File: config.mk
export PLATFORM = sky130hd
export DESIGN_NAME = fbuf_frame_buffer
export DESIGN_NICKNAME = d
export VERILOG_FILES = /design/src/rtl/fbuf_pkg.sv /design/src/rtl/fbuf_host_ptr.sv /design/src/rtl/fbuf_eng_ptr.sv /design/src/rtl/fbuf_store.sv /design/src/rtl/fbuf_frame_buffer.sv
export SDC_FILE = /design/constraint.sdc
export NUM_CORES = 1
export LEC_CHECK = 0
export BUFFER_PORTS_ARGS = -buffer_cell sky130_fd_sc_hd__buf_2
export CORE_MARGIN = 5
export CORE_UTILIZATION = 41
export DETAILED_ROUTE_END_ITERATION = 8
export HOLD_SLACK_MARGIN = 0.05
export PLACE_DENSITY = 0.58
export SETUP_SLACK_MARGIN = 0.05
export SLEW_MARGIN = 20
export SYNTH_ARGS = -nofsm -noshare
export SYNTH_HDL_FRONTEND = slang
export SYNTH_SLANG_ARGS = --single-unit
File: constraint.sdc
create_clock -name clk -period 5.9 [get_ports clk]
set_input_delay 0.59 -clock clk [delete_from_list [all_inputs] [get_ports clk]]
set_output_delay 0.59 -clock clk [all_outputs]
set_load 0.05 [all_outputs]
File: src/rtl/fbuf_pkg.sv
package fbuf_pkg;
  localparam int unsigned FB_DEPTH  = 8;
  localparam int unsigned FB_DATA_W = 8;

  typedef enum logic {
    STEP_AUTO = 1'b0,
    STEP_HOLD = 1'b1
  } step_mode_e;
endpackage

File: src/rtl/fbuf_host_ptr.sv
module fbuf_host_ptr
  import fbuf_pkg::*;
#(
  parameter int unsigned IDX_W = 3
) (
  input  logic             clk,
  input  logic             rst,
  input  logic             sel_we,
  input  logic [IDX_W-1:0] sel_idx,
  input  logic             sel_hold,
  input  logic             access,
  output logic [IDX_W-1:0] idx,
  output step_mode_e       mode
);
  localparam logic [IDX_W-1:0] IDX_LAST = {IDX_W{1'b1}};

  always_ff @(posedge clk) begin
    if (rst) begin
      idx  <= '0;
      mode <= STEP_HOLD;
    end else if (sel_we) begin
      idx  <= sel_idx;
      mode <= step_mode_e'(sel_hold);
    end else if (access && mode == STEP_AUTO) begin
      idx  <= idx + 1'b1;
    end
  end

  // reset state of the index
  a_r12_reset_idx: assert property (@(posedge clk) rst |=> (idx == '0 && mode == STEP_HOLD));
  // select write loads the index
  a_r6_load: assert property (@(posedge clk) disable iff (rst)
    sel_we |=> idx == $past(sel_idx));
  // hold mode keeps the index
  a_r5_hold: assert property (@(posedge clk) disable iff (rst)
    (!sel_we && mode == STEP_HOLD) |=> $stable(idx));
  // wrap from the last byte
  a_r4_wrap: assert property (@(posedge clk) disable iff (rst)
    (!sel_we && access && mode == STEP_AUTO && idx == IDX_LAST) |=> idx == '0);
  // no movement without an access
  a_r3_idle: assert property (@(posedge clk) disable iff (rst)
    (!sel_we && !access) |=> $stable(idx));
endmodule

File: src/rtl/fbuf_eng_ptr.sv
module fbuf_eng_ptr #(
  parameter int unsigned IDX_W = 3
) (
  input  logic             clk,
  input  logic             rst,
  input  logic             start,
  input  logic             access,
  output logic [IDX_W-1:0] ptr
);
  logic [IDX_W-1:0] cnt;

  assign ptr = start ? '0 : cnt;

  always_ff @(posedge clk) begin
    if (rst)
      cnt <= '0;
    else if (access)
      cnt <= ptr + 1'b1;
    else if (start)
      cnt <= '0;
  end

  // a start with no access points the counter at byte 0
  a_r8_start: assert property (@(posedge clk) disable iff (rst)
    (start && !access) |=> cnt == '0);
  // a start together with an access lands on byte 1
  a_r8_start_access: assert property (@(posedge clk) disable iff (rst)
    (start && access) |=> cnt == {{(IDX_W-1){1'b0}}, 1'b1});
  // the counter returns to zero on reset
  a_r12_reset_cnt: assert property (@(posedge clk) rst |=> cnt == '0);
endmodule

File: src/rtl/fbuf_store.sv
module fbuf_store #(
  parameter int unsigned DEPTH  = 8,
  parameter int unsigned DATA_W = 8,
  localparam int unsigned AW    = $clog2(DEPTH)
) (
  input  logic              clk,
  input  logic              h_we,
  input  logic [AW-1:0]     h_addr,
  input  logic [DATA_W-1:0] h_d,
  output logic [DATA_W-1:0] h_q,
  input  logic              e_we,
  input  logic [AW-1:0]     e_addr,
  input  logic [DATA_W-1:0] e_d,
  output logic [DATA_W-1:0] e_q
);
  logic [DATA_W-1:0] mem [DEPTH];

  for (genvar g = 0; g < DEPTH; g++) begin : g_byte
    always_ff @(posedge clk) begin
      if (e_we && e_addr == AW'(g))
        mem[g] <= e_d;
      else if (h_we && h_addr == AW'(g))
        mem[g] <= h_d;
    end
  end

  assign h_q = mem[h_addr];
  assign e_q = mem[e_addr];

  // the engine wins a shared byte
  a_r10_engine_wins: assert property (@(posedge clk)
    (h_we && e_we && h_addr == e_addr) |=> mem[$past(e_addr)] == $past(e_d));
  // both writes land on different bytes
  a_r11_both_land: assert property (@(posedge clk)
    (h_we && e_we && h_addr != e_addr) |=>
      (mem[$past(h_addr)] == $past(h_d) && mem[$past(e_addr)] == $past(e_d)));
endmodule

File: src/rtl/fbuf_frame_buffer.sv
module fbuf_frame_buffer
  import fbuf_pkg::*;
#(
  parameter int unsigned DEPTH  = FB_DEPTH,
  parameter int unsigned DATA_W = FB_DATA_W,
  localparam int unsigned IDX_W = $clog2(DEPTH)
) (
  input  logic              clk,
  input  logic              rst,
  input  logic              sel_we,
  input  logic [IDX_W-1:0]  sel_idx,
  input  logic              sel_hold,
  input  logic              host_rd,
  input  logic              host_wr,
  input  logic [DATA_W-1:0] host_wdata,
  output logic [DATA_W-1:0] host_rdata,
  output logic [IDX_W-1:0]  cur_idx,
  input  logic              eng_start,
  input  logic              eng_wr,
  input  logic [DATA_W-1:0] eng_wdata,
  input  logic              eng_rd,
  output logic [DATA_W-1:0] eng_rdata
);
  logic             host_access;
  logic             eng_access;
  logic [IDX_W-1:0] eng_ptr;
  step_mode_e       step_mode;

  assign host_access = host_rd | host_wr;
  assign eng_access  = eng_rd | eng_wr;

  fbuf_host_ptr #(.IDX_W(IDX_W)) u_host_ptr (
    .clk(clk), .rst(rst),
    .sel_we(sel_we), .sel_idx(sel_idx), .sel_hold(sel_hold),
    .access(host_access), .idx(cur_idx), .mode(step_mode)
  );

  fbuf_eng_ptr #(.IDX_W(IDX_W)) u_eng_ptr (
    .clk(clk), .rst(rst),
    .start(eng_start), .access(eng_access), .ptr(eng_ptr)
  );

  fbuf_store #(.DEPTH(DEPTH), .DATA_W(DATA_W)) u_store (
    .clk(clk),
    .h_we(host_wr), .h_addr(cur_idx), .h_d(host_wdata), .h_q(host_rdata),
    .e_we(eng_wr), .e_addr(eng_ptr), .e_d(eng_wdata), .e_q(eng_rdata)
  );

  // a select write overrides the step from a same-cycle access
  a_r7_sel_priority: assert property (@(posedge clk) disable iff (rst)
    (sel_we && host_access) |=> cur_idx == $past(sel_idx));
  // in auto mode an access moves the index by one
  a_r3_step: assert property (@(posedge clk) disable iff (rst)
    (!sel_we && host_access && step_mode == STEP_AUTO) |=>
      cur_idx == IDX_W'($past(cur_idx) + 1'b1));
endmodule

==> impl_metrics.csv <==
group,metric,value,unit
place,dp_hpwl,8.28,mm
sta,period_share,53.1,%
setup_path,cp-end-kind,"output pin",
power_and_ir_drop,p_per_area,292,nW/um^2
global_route,grt.total_usage,19.8,%
yosys,synth_top_area_share,41.1,%
power_and_ir_drop,p_int,1.09,mW
global_route,antenna_found_initial,1,
yosys,synth-compound-area-share,8.57,%
floorplan,die_y,117,um
power_and_ir_drop,p_sw,0.449,mW
sta,slew_viol_final,0,
yosys,synth-edff-count,64,
yosys,synth_top_family_by_area,"multiplexers",
setup_path,required,5.31,ns
routing,post-route-drc-count,0,
setup_path,arrival,2.54,ns
yosys,synthAdderAreaFrac,1.88,%
yosys,syn_inst,340,
cells_and_area,antennaDiodeCount,0,
hold_path,worstHoldPathType,"input port to flop",
floorplan,pin_count,47,
sta,setup_viol,0,
clock_tree,cts_max_level,3,
global_route,grt_overflow,0,
yosys,synth_warnings,0,
setup_path,crit_fanout,16,
floorplan,dieArea,13600,um^2
routing,drt_first_pass_iters,5,
setup_path,critPathLaunchType,"flop",
routing,totalWireLength,12.7,mm
sta,rsz0062_at_grt,"false",
routing,antenna_left,0,
yosys,ys_ff_latch,74,
floorplan,die_w,117,um
routing,wire_per_inst,24.3,um
yosys,yosysUniqueCellTypes,47,
setup_path,r2r_slack,3.17,ns
clock_tree,cts_setup_buffers,0,
yosys,syn-num-nets,375,
cells_and_area,drive_gt1_share,41.3,%
place,port_buffers,46,
yosys,synthFlopType,"edfxtp_1",
yosys,synthXorXnorAreaFrac,0.375,%
sta,slew_headroom,30.3,%
place,pre_cts_slack,3.13,ns
routing,drt-initial-drc-count,236,
routing,viasPerCell,5.92,
yosys,yosysSeqAreaShare,45.4,%
sta,tightest_slew,1.04,ns
yosys,syn_area,4670,um^2
yosys,synth_mux_area_share,30.4,%
cells_and_area,fillers,1010,
yosys,syn_avg_cell_area,13.7,um^2
power_and_ir_drop,ir_worst_vdd,135,uV
sta,fin_ws,2.77,ns
place,gp_congestion,0.784,
power_and_ir_drop,pwr-share-clk,38.7,%
clock_tree,cts_tree,"built",
yosys,synth.area.top_cells,"edfxtp_1, mux2_2, mux4_1",
sta,tns,0,ns
floorplan,start_util,41.4,%
sta,clock.fmax,319,MHz
yosys,synth.largest_area_cell,"edfxtp_1",
cells_and_area,final_nets,410,
power_and_ir_drop,p_leak,1.92,nW
status,status,"finished clean",
clock_tree,cts-root-buf,"clkbuf_16",
global_route,grt_first_pass_wirelength,19.2,mm
yosys,synth-simple-area-share,9.75,%
sta,finalCriticalPeriod,3.13,ns
clock_tree,clockBufferDepth,2,
clock_tree,cts_buffers,9,
clock_tree,cts_sinks,74,
power_and_ir_drop,pwr-share-seq,40.7,%
sta,finClkSkew,0.00676,ns
power_and_ir_drop,switching_share,29.3,%
cells_and_area,area_growth,12.6,%
routing,num_vias,3095,
power_and_ir_drop,power_frac_comb,20.6,%
floorplan,core_area,11300,um^2
job,max_cap_violations,0,
sta,hold_viol,0,
yosys,async_reset_ff_share,0,%
clock_tree,clock_latency,0.34,ns
clock_tree,holdBufCountCts,0,
setup_path,crit_type,"flop to output pin",
clock_tree,path_clk_slew,0.06,ns
clock_tree,cts_resized,0,
global_route,grt_max_degree,37,
global_route,grt_pass1_vias,3103,
floorplan,core.rowCount,39,
[final timing paths]
| kind | start | to | cells past startpoint |
|---|---|---|---|
| setup reg to reg | u_eng_ptr.cnt[2] | u_store.mem[7][1] | 6 |
| setup / recovery | flop | host_rdata[2] | 3 |
| hold / removal | sel_hold | u_host_ptr.mode | 2 |
| hold reg to reg | u_host_ptr.mode | u_host_ptr.mode | 2 |
[metal layers]
layer / vias to the layer above / routed length (um) / part of all wire, % / GRT usage [%]
li1: 1421 / - / - / -
met1: 1535 / 5440 / 43 / 27.1
met2: 113 / 6120 / 48 / 30.5
met3: 24 / 802 / 6.3 / 5.18
met4: 2 / 312 / 2.5 / 6.80
met5: - / 7 / 0.055 / 0
[area by class of cell]
cell class / instances / area (um^2) / share of cell area (%)
timing repair buffer: 48 / 245 / 4.66
clock buffer: 9 / 225 / 4.28
inverter: 4 / 15.0 / 0.285
multi-input combinational: 238 / 2380 / 45.2
sequential: 74 / 2120 / 40.3
clock inverter: 7 / 93.8 / 1.78
tap: 143 / 179 / 3.40
[power groups by stage]
| stage | clock network [mW] | logic (mW) | registers [mW] |
|---|---|---|---|
| floorplan | 0 | 0.245 | 0.624 |
| global placement | 0 | 0.315 | 0.636 |
| detailed placement | 0 | 0.317 | 0.637 |
| CTS | 0.599 | 0.318 | 0.626 |
| global route | 0.633 | 0.336 | 0.628 |
| finish | 0.594 | 0.316 | 0.625 |
[cells in the mapped netlist, types with 3 or more instances]
library cell and count:
a21oi_1 9, mux2i_1 3, edfxtp_1 64, and3b_1 7
inv_1 4, nand3_1 8, nand2_1 33, or2_2 3
a31oi_4 3, o21bai_1 6, nand2b_1 3, mux2_2 70
mux4_1 16, nor2_1 11, clkbuf_1 5, o22ai_1 8
mux4_2 8, buf_4 6, a22oi_1 6, nor2b_1 3
dfxtp_1 10, nor3_1 8, ha_1 7, buf_2 8
[registers in the layout (all words and copies together) (netlist names), named ones only]
name and flops:
u_eng_ptr.cnt 3, u_host_ptr.mode 1, u_host_ptr.idx 3, u_store.mem 64
[placed cells by master, fill, tap and decap left out, types with 8 or more instances in the layout]
cell type,count
nand3_1,8
nor2_1,11
nand2_1,33
a21oi_1,9
mux4_2,8
edfxtp_1,64
mux4_1,16
o22ai_1,8
dfxtp_1,10
mux2_2,70
buf_2,46
nor3_1,8
clkbuf_16,9
[cell families after synthesis]
kind of cell / count (synthesis)
AO/OA/AOI/OAI: 46
flip-flops: 74
multiplexers: 97
buffers and inverters: 28
XOR/XNOR: 2
adder cells (fa/ha/maj): 7
AND/OR/NAND/NOR: 86
[through the flow]
step                      cell area, um^2  std cells  hold WS (ns)  utilization, %  total power [mW]
after floorplan                      4670        340         0.521               -             0.869
after global placement               4940        507         0.531            43.8             0.951
after detailed placement             4940        507         0.537            43.8             0.954
after CTS                            5260        523         0.447            46.7              1.54
after global routing                 5260        523         0.448            46.7              1.60
final                                5260        523         0.449            46.7              1.54
[worst max-delay path, cell delays in order, from the launching register on]
cell     delay (ns)
dfxtp_1        1.01
mux4_1         0.68
mux2_2         0.29
buf_2          0.21
Note: power is estimated with default switching activity, not from simulation.
